===== src/rtl/osdt_pkg.sv =====
package osdt_pkg;

   typedef enum logic [1:0] {
      EDGE_RISE = 2'd0,
      EDGE_FALL = 2'd1,
      EDGE_BOTH = 2'd2,
      EDGE_NONE = 2'd3
   } edge_mode_e;

   localparam int NUM_CMP = 2;

   function automatic logic edge_hit(edge_mode_e mode, logic cur, logic prev);
      logic hit;
      case (mode)
         EDGE_RISE: hit = cur & ~prev;
         EDGE_FALL: hit = ~cur & prev;
         EDGE_BOTH: hit = cur ^ prev;
         default:   hit = 1'b0;
      endcase
      return hit;
   endfunction

endpackage


===== src/rtl/osdt_trig_sync.sv =====
module osdt_trig_sync
   import osdt_pkg::*;
#(
   parameter int STAGES = 2
) (
   input  logic       clk,
   input  logic       rst_n,
   input  logic       trig_in,
   input  logic [1:0] edge_sel,
   output logic       ext_evt
);

   logic [STAGES-1:0] sync_q;
   logic              prev_q;

   // the edge history keeps tracking while disabled, so re-enabling never
   // sees a stale edge
   always_ff @(posedge clk or negedge rst_n) begin
      if (!rst_n) begin
         sync_q <= '0;
         prev_q <= 1'b0;
      end else begin
         sync_q <= {sync_q[STAGES-2:0], trig_in};
         prev_q <= sync_q[STAGES-1];
      end
   end

   assign ext_evt = edge_hit(edge_mode_e'(edge_sel), sync_q[STAGES-1], prev_q);

endmodule


===== src/rtl/osdt_cmp_bank.sv =====
module osdt_cmp_bank #(
   parameter int W   = 16,
   parameter int NCH = 2
) (
   input  logic                    clk,
   input  logic                    rst_n,
   input  logic [NCH-1:0]          wr_en,
   input  logic [W-1:0]            wr_data,
   input  logic                    capture,
   output logic [NCH-1:0][W-1:0]   shadow
);

   for (genvar ch = 0; ch < NCH; ch++) begin : g_ch
      logic [W-1:0] prog_q;
      logic [W-1:0] shad_q;

      always_ff @(posedge clk or negedge rst_n) begin
         if (!rst_n) begin
            prog_q <= '0;
            shad_q <= '0;
         end else begin
            if (wr_en[ch]) prog_q <= wr_data;
            // capture uses the value held before any same-cycle write
            if (capture)   shad_q <= prog_q;
         end
      end

      assign shadow[ch] = shad_q;
   end

endmodule


===== src/rtl/osdt_shot_core.sv =====
module osdt_shot_core #(
   parameter int W = 16
) (
   input  logic         clk,
   input  logic         rst_n,
   input  logic         tick,
   input  logic         enable,
   input  logic         start_req,
   input  logic [W-1:0] end_val,
   input  logic [W-1:0] dly_val,
   output logic [W-1:0] cnt_q,
   output logic         run_q,
   output logic         capture,
   output logic         hit_end,
   output logic         hit_dly,
   output logic         active
);

   localparam logic [W-1:0] PARK = '1;

   logic at_end;
   logic at_dly;

   assign at_end  = (cnt_q == end_val);
   assign at_dly  = (cnt_q == dly_val);
   assign capture = enable & ~run_q & start_req;
   assign hit_end = run_q & tick & at_end;
   assign hit_dly = run_q & tick & at_dly;
   assign active  = run_q & (cnt_q >= dly_val) & (cnt_q <= end_val);

   always_ff @(posedge clk or negedge rst_n) begin
      if (!rst_n) begin
         cnt_q <= PARK;
         run_q <= 1'b0;
      end else if (!enable) begin
         cnt_q <= PARK;
         run_q <= 1'b0;
      end else if (capture) begin
         cnt_q <= '0;
         run_q <= 1'b1;
      end else if (run_q && tick) begin
         if (at_end) begin
            cnt_q <= PARK;
            run_q <= 1'b0;
         end else begin
            cnt_q <= cnt_q + 1'b1;
         end
      end
   end

endmodule


===== src/rtl/oneshot_delay_timer.sv =====
module oneshot_delay_timer
   import osdt_pkg::*;
#(
   parameter int CNT_W       = 16,
   parameter int SYNC_STAGES = 2
) (
   input  logic             clk,
   input  logic             rst_n,
   input  logic             tick,
   input  logic             enable,
   input  logic             cmp0_wr,
   input  logic             cmp1_wr,
   input  logic [CNT_W-1:0] cmp_wdata,
   input  logic [1:0]       edge_sel,
   input  logic             out_active_low,
   input  logic             trig_in,
   input  logic             sw_trig,
   output logic             pulse_out,
   output logic             irq_cc0,
   output logic             irq_cc1
);

   if (CNT_W < 2 || CNT_W > 32) begin : g_bad_width
      $error("oneshot_delay_timer: CNT_W must be 2..32");
   end
   if (SYNC_STAGES < 2) begin : g_bad_sync
      $error("oneshot_delay_timer: SYNC_STAGES must be at least 2");
   end

   logic                          ext_evt;
   logic                          start_req;
   logic                          capture;
   logic                          run_q;
   logic                          act;
   logic [CNT_W-1:0]              cnt_q;
   logic [NUM_CMP-1:0][CNT_W-1:0] shadow;

   osdt_trig_sync #(.STAGES(SYNC_STAGES)) u_sync (
      .clk      (clk),
      .rst_n    (rst_n),
      .trig_in  (trig_in),
      .edge_sel (edge_sel),
      .ext_evt  (ext_evt)
   );

   assign start_req = sw_trig | ext_evt;

   osdt_cmp_bank #(.W(CNT_W), .NCH(NUM_CMP)) u_cmp (
      .clk     (clk),
      .rst_n   (rst_n),
      .wr_en   ({cmp1_wr, cmp0_wr}),
      .wr_data (cmp_wdata),
      .capture (capture),
      .shadow  (shadow)
   );

   osdt_shot_core #(.W(CNT_W)) u_core (
      .clk       (clk),
      .rst_n     (rst_n),
      .tick      (tick),
      .enable    (enable),
      .start_req (start_req),
      .end_val   (shadow[0]),
      .dly_val   (shadow[1]),
      .cnt_q     (cnt_q),
      .run_q     (run_q),
      .capture   (capture),
      .hit_end   (irq_cc0),
      .hit_dly   (irq_cc1),
      .active    (act)
   );

   assign pulse_out = act ^ out_active_low;

endmodule


===== config.mk =====
export PLATFORM = sky130hd
export DESIGN_NAME = oneshot_delay_timer
export DESIGN_NICKNAME = d
export VERILOG_FILES = /design/src/rtl/osdt_pkg.sv /design/src/rtl/osdt_trig_sync.sv /design/src/rtl/osdt_cmp_bank.sv /design/src/rtl/osdt_shot_core.sv /design/src/rtl/oneshot_delay_timer.sv
export SDC_FILE = /design/constraint.sdc
export NUM_CORES = 1
export LEC_CHECK = 0
export ABC_AREA = 1
export BUFFER_PORTS_ARGS = -buffer_cell sky130_fd_sc_hd__buf_2
export CAP_MARGIN = 15
export CORE_ASPECT_RATIO = 1.75
export CORE_UTILIZATION = 46
export CTS_CLUSTER_DIAMETER = 150
export DETAILED_ROUTE_END_ITERATION = 7
export GPL_TIMING_DRIVEN = 0
export PLACE_DENSITY = 0.66
export SYNTH_ARGS = -nofsm -noshare
export SYNTH_HDL_FRONTEND = slang
export SYNTH_SLANG_ARGS = --single-unit

===== constraint.sdc =====
create_clock -name clk -period 1.8 [get_ports clk]
set_input_delay 0.27 -clock clk [delete_from_list [all_inputs] [get_ports clk]]
set_output_delay 0.27 -clock clk [all_outputs]
set_load 0.01 [all_outputs]

==> results of run 1 <==
## layer usage
metal	GRT usage (%)	share of wire (%)
met2	41.29	54
met1	23.82	38
met5	0	0
met4	17.41	5.5
met3	2.422	2.7
## critical path: stages (launching register included)
cell and delay (ns):
dfstp_2 0.60, ha_4 0.23, nand2_2 0.08, inv_1 0.04
nand2_1 0.06, nand2_1 0.06, nand2_1 0.09, nand2_2 0.09
nand2_2 0.07, nand2_2 0.06, nand2_2 0.09, nand3_2 0.06
nand2_1 0.06, nand2_1 0.04, buf_2 0.13
## how the worst max path moves through the flow
stage,start,end,slack (ns),cells after the start
4_1_cts,u_core.cnt_q[0],pulse_out,-0.59,12
2_1_floorplan,u_core.cnt_q[0],pulse_out,-0.1,11
6_report,u_core.cnt_q[3],pulse_out,-0.58,14
3_3_place_gp,u_core.cnt_q[0],pulse_out,-0.38,12
3_5_place_dp,u_core.cnt_q[0],pulse_out,-0.38,12
5_1_grt,u_core.cnt_q[13],pulse_out,-0.66,10
## final cells by class
cell class | count | area [um2] | share of cell area (%)
buffer | 15 | 95.09 | 1.673
clock buffer | 10 | 239.0 | 4.205
clock inverter | 6 | 71.32 | 1.255
inverter | 94 | 360.3 | 6.341
multi-input combinational | 347 | 2260 | 39.76
sequential | 84 | 2122 | 37.34
tap | 122 | 152.6 | 2.686
timing repair buffer | 55 | 382.9 | 6.737
## logic make-up after synthesis
kind of cell / count (synthesis) / synth area share (%)
xor gates and xnor gates: 6 / 1.180
DFF: 84 / 47.67
buffers and inverters: 109 / 9.753
adders and majority gates: 35 / 9.837
and+or+nand+nor: 197 / 19.08
AOI/OAI and AO/OA: 109 / 12.48
## timing repair
| item | CTS | global route |
|---|---|---|
| setup buffers | 15 | 9 |
| setup endpoints to repair | 26 | 49 |
| pin swaps | 16 | 27 |
| gates resized for setup | 50 | 72 |
| hold buffers | 1 | 0 |
| endpoints found under the hold margin | 33 | 0 |
## power by group
part / total (mW) / leakage, nW / switching [mW] / internal (mW)
Combinational: 2.23 / 1.65 / 1.29 / 0.949
Clock: 1.92 / 0.151 / 0.795 / 1.13
Sequential: 2.53 / 1.01 / 0.267 / 2.26
Total: 6.69 / 2.81 / 2.35 / 4.34
## cell usage in the layout, fill, tap and decap left out, types with 3 or more instances in the layout
cell type  Yosys  layout
nand2_1      145     127
inv_1         88      85
dfrtp_1       68      68
o21ai_0       78      49
o21ai_1       15      32
buf_2          1      30
ha_1          35      22
buf_4          0      22
nand2_2        4      17
dfstp_2       16      16
ha_4           0      13
o21ai_2        0      12
nand3_1       14      11
clkbuf_16      0       9
nor2_1        15       8
inv_2          5       7
clkbuf_1      11       7
buf_6          3       7
nor2_4         3       6
a21oi_1       12       6
a21oi_2        0       6
xor2_1         6       6
nand2_4        0       5
nor2_2         1       5
nand3_2        1       4
nand4_1        4       4
nor3_2         2       3
nor3_1         5       3
## registers in the layout, summed over array words and instances (netlist names)
signal and count:
u_cmp.g_ch.prog_q 32, u_core.run_q 1, u_core.cnt_q 16, u_cmp.g_ch.shad_q 32, u_sync.prev_q 1, u_sync.sync_q 2
==> results.md, run 1 <==
* Largest net degree at the start of global routing at 52
* Final slew viol count at 0
* Post-synth EDFFs at 0
* Overall Power at approximately 6.7 mW
* Cell area after synthesis at 0.004452 mm2
* RSZ-0062 raised after global routing: yes
* Hold Crit Class: input port to register
* Peak supply drop at 0.6768 mV
* Count leader, synth: nand2_1
* Routed len/inst at about 15 um
* Post-Route WL at 11,340 um
* Main synth FF type: dfrtp_1
* Distinct cells, synth at 28
* Avg Inst Size Synth at 8.244 um2
* Worst path arrival time at around 2.1 ns
* Synth area leader: dfrtp_1
* Io pins at 30
* Antenna cells at 0
* Leakage at 2.813 nW
* Seq cells post-synth at between 80 and 90
* Max_cap viols at 0
* Die Wd at 76.37 um
* RePlAce Congestion at 0.8793
* Register area share after synthesis at 47.67%
* H-tree levels at 3
* Starting Density at 47.31%
* Placed inst area at 0.004780 mm2
* TritonRoute pass-1 iters at 4
* Overflow left after global routing at 0
* CP Capture Type: output pin
* Clock transition at the registers of the reported paths at 0.06 ns
* WHS Endpoint: u_sync.sync_q[0]
* Via count at about 3,800
* RR Endpoint: u_core.cnt_q[5]
* WP data required at 1.53 ns
* Hold_sp: trig_in
* Pwr dens at 1177 mW/mm2
* Synth top area cells: dfrtp_1 (38%), nand2_1 (12%), ha_1 (9.8%)
* Vias in the first global route at 3,767
* Core area at approximately 0.0094 mm2
* Drc violations at 0
* Placed Cells at 692
* Setup violators final at 19
* Hold WS at 0.03280 ns
* Status: complete, but fails checks
* CP max FO at 3
* Worst-Margin Slew at around 0.57 ns
* Die area at between 0.01 and 0.015 mm2
* Maximum root-to-sink buffer count at 2
* R2R depth at 9
* Area Growth Syn to Fin at 27.66%
* Fin area at 0.005683 mm2
* Final Skew at roughly 0.0068 ns
* Ys Warns at 0
* Die height at 132.1 um
* Crit Path Class: register to output pin
* GRT Total Usage at 22.82%
* DP Worst Slack at -0.3787 ns
* Total clock sinks at 84
* Post-DRT Antenna Nets at 0
* Post-synth ARST share at 100.0%
* Setup crit start kind: register
* Final std cells w/o fill at ~730
* Worst hold path depth at 1
* Synth Net Count at 602
* DP HPWL at 7813 um
* Worst R2R Setup Slack at -0.12 ns
* Mapped Cells at 540
* First-pass GRT wire length at 17,590 um
* IO buf count at 29
* Nets at 668
* Layout cells sized above 1 at 28.81%
* FF-to-FF Start: u_core.cnt_q[13]
* Failing checks: negative setup slack
* Setup TNS at -2.578 ns
* Initial antenna violation count at 0
* Row count at 47
* Final Util at 60.40%
* Initial DRC count at between 150 and 200
* Final period util at 132.3%
* Filler cell count at 799
* Root Driver: clkbuf_16
* CTS tree: yes
* Final hold viol count at 0
* Fin crit period at 2.381 ns
* Worst slew margin at 62.26%
* PnR worst setup slack at -0.5809 ns
* Worst-Skew Late Latency at ~0.34 ns
* Inserted Clock Buffers at 9
* Via/cell ratio at approximately 5.2
* Synth top area share at 38.22%
* Fmax at 0.4200 GHz
* Commonest cells in the netlist: nand2_1 (145), inv_1 (88), o21ai_0 (78)
No activity file was read; power rests on OpenSTA's default activity.
==> inputs of run 2 (changes only) <==
- BUFFER_PORTS_ARGS: -buffer_cell sky130_fd_sc_hd__buf_2 -> -buffer_cell sky130_fd_sc_hd__clkbuf_2
==> run 2 against run 1 <==
Compared with the run above: sequential power about the same; fmax is essentially flat; largest power group unchanged; sequential cell count unchanged; design area decreased by 2.8%; total power down 4.1%; the run still ends with negative setup slack left.
==> results.md, run 2 (synthesis gave the netlist of run 1 again) <==
* Initial antenna violation count at 0
* Post-Route WL at roughly 11,000 um
* Maximum root-to-sink buffer count at 2
* Setup TNS at -2.768 ns
* Die height at approximately 130 um
* FF-to-FF Start: u_core.cnt_q[11]
* Overflow left after global routing at 0
* TritonRoute pass-1 iters at 4
* Final slew viol count at 0
* Final hold viol count at 0
* CP startpoint: u_core.cnt_q[5]
* Worst path arrival time at 2.11 ns
* Final period util at 132.2%
* Filler cell count at 831
* Clock transition at the registers of the reported paths at 0.06 ns
* Fin crit period at 2.379 ns
* Io pins at 30
* Drc violations at 0
* Via/cell ratio at 5.092
* Worst path max stage delay at 0.55 ns
* Die Wd at 76.37 um
* Metal2 WL at between 5000 and 6000 um
* Placed Cells at between 600 and 700
* Setup violators final at 19
* Post-DRT Antenna Nets at 0
* Nets at 666
* R2R depth at 11
* Met3 wire len at roughly 370 um
* Placed inst area at 0.004780 mm2
* Leakage at 2.760 nW
* Max_cap viols at 0
* RePlAce Congestion at 0.8678
* Crit. path cell count at 10
* WP data required at about 1.5 ns
* Failing checks: negative setup slack
* M1 wire length at 4094 um
* Overall Power at approximately 6.4 mW
* Hold WS at 0.03992 ns
* Cell Chain, Critical Path: ha_1 > a21oi_1 > o21a_1 > nand2_1 > nand2_1 > nand2_2 > nand3_2 > nand2_1 > nand2_1 > buf_2
* Most frequent cells in the layout: nand2_1 (134), inv_1 (86), dfrtp_1 (68), o21ai_0 (63), clkbuf_2 (27)
* Layout cells sized above 1 at 24.01%
* Via count at 3,717
* Inserted Clock Buffers at 9
* DP HPWL at 7625 um
* Worst-Margin Slew at roughly 0.5 ns
* IO buf count at 29
* Cell mode on critical path: nand2_1
* Root Driver: clkbuf_16
* Largest net degree at the start of global routing at 52
* CP Capture Type: output pin
* Fin area at 0.005527 mm2
* Worst-Skew Late Latency at 0.34 ns
* Setup crit start kind: register
* Delay-heaviest family, CP: flip-flops
* Starting Density at a little under half
* CP max FO at 3
* Status: complete, but fails checks
* First-pass GRT wire length at 17,340 um
* Commonest non-fill, non-tap cell in the layout: nand2_1
* Antenna cells at 0
* Row count at 47
* PnR worst setup slack at -0.5788 ns
* Crit path to: pulse_out
* Largest registers: u_cmp.g_ch.prog_q: 32 flops, u_cmp.g_ch.shad_q: 32 flops, u_core.cnt_q: 16 flops
* Routed len/inst at 14.67 um
* Core area at 0.009409 mm2
* Worst R2R Setup Slack at -0.14 ns
* H-tree levels at 3
* Hold Crit Class: input port to register
* RSZ-0062 raised after global routing: yes
* Initial DRC count at 151
* Crit Path Class: register to output pin
* RR Endpoint: u_core.cnt_q[13]
* Total clock sinks at 84
* Final Skew at 0.005320 ns
* Uppermost layer routed: met4
* Die area at 0.01009 mm2
* Final std cells w/o fill at 730
* CTS tree: yes
* Slowest-stage cell, CP: dfstp_2
* Pwr dens at between 1000 and 1500 mW/mm2
* Area Growth Syn to Fin at 24.14%
* GRT Total Usage at 22.41%
* Vias in the first global route at 3,790
* Fmax at around 0.42 GHz
* Peak supply drop at 0.7528 mV
* Worst slew margin at 66.13%
* CP Buf/Inv Count at 1
## run 2: changes by cell type in the layout (fill, tap and decap cells not counted), moves of 2 or more
cell      previous run  this run
a21oi_1              6        10
a21oi_2              6         2
buf_2               30         3
buf_6                7         5
clkbuf_1             7         9
clkbuf_2             1        27
ha_1                22        24
ha_4                13        11
nand2_1            127       134
nand2_2             17        13
nand2_4              5         2
o21ai_0             49        63
o21ai_1             32        26
o21ai_2             12         4
## run 2: worst register-to-register path, stage by stage (launching register included)
cell,delay [ns]
dfstp_2,0.64
ha_4,0.24
nand2_1,0.07
inv_1,0.06
nand3_2,0.10
nor3b_4,0.06
buf_4,0.14
nor2_4,0.17
buf_6,0.16
nand2_1,0.05
o21ai_1,0.11
o21ai_1,0.07
## run 2: repair_timing
item,CTS,global route
resized for setup,25,53
hold buffers,1,0
endpoints found under the hold margin,33,0
endpoints found under the setup margin,25,52
buffers inserted,13,10
pin swaps,10,9
## run 2: area by class of cell
class | count | area (um2) | share of cell area (%)
Tap cell | 122 | 152.6 | 2.762
Timing Repair Buffer | 53 | 360.3 | 6.520
Multi-Input combinational cell | 347 | 2133 | 38.60
Sequential cell | 84 | 2122 | 38.40
Inverter | 94 | 360.3 | 6.520
Clock buffer | 11 | 232.7 | 4.211
Buffer | 15 | 90.09 | 1.630
Clock inverter | 4 | 75.07 | 1.358
## run 2: worst min path at each step
stage | start | to | depth (start not counted)
6_report | trig_in | u_sync.sync_q[0] | 1
5_1_grt | trig_in | u_sync.sync_q[0] | 1
4_1_cts | trig_in | u_sync.sync_q[0] | 1
3_5_place_dp | rst_n | u_sync.sync_q[1] | 1
3_3_place_gp | u_sync.sync_q[0] | u_sync.sync_q[1] | 0
2_1_floorplan | rst_n | u_cmp.g_ch[0].prog_q[0] | 0
## run 2: layer usage
metal / vias to the layer above / GRT usage (%)
met5: - / 0
met4: 0 / 16.45
met3: 35 / 3.253
met2: 86 / 40.29
met1: 1753 / 23.34
li1: 1843 / -
## run 2: report_power, final
group	leakage, nW	total [mW]	switching (mW)	internal, mW
Combinational	1.61	1.96	1.14	0.820
Clock	0.142	1.93	0.726	1.21
Sequential	1.01	2.52	0.258	2.26
Total	2.76	6.42	2.12	4.29
## run 2: per-stage QoR
| step | worst slack (ns) | util (%) |
|---|---|---|
| 2_1_floorplan | -0.09901 | - |
| 3_3_place_gp | -0.4164 | 50.48 |
| 3_5_place_dp | -0.3825 | 50.80 |
| 4_1_cts | -0.5741 | 56.26 |
| 5_1_grt | -0.6557 | 58.74 |
| 6_report | -0.5788 | 58.74 |
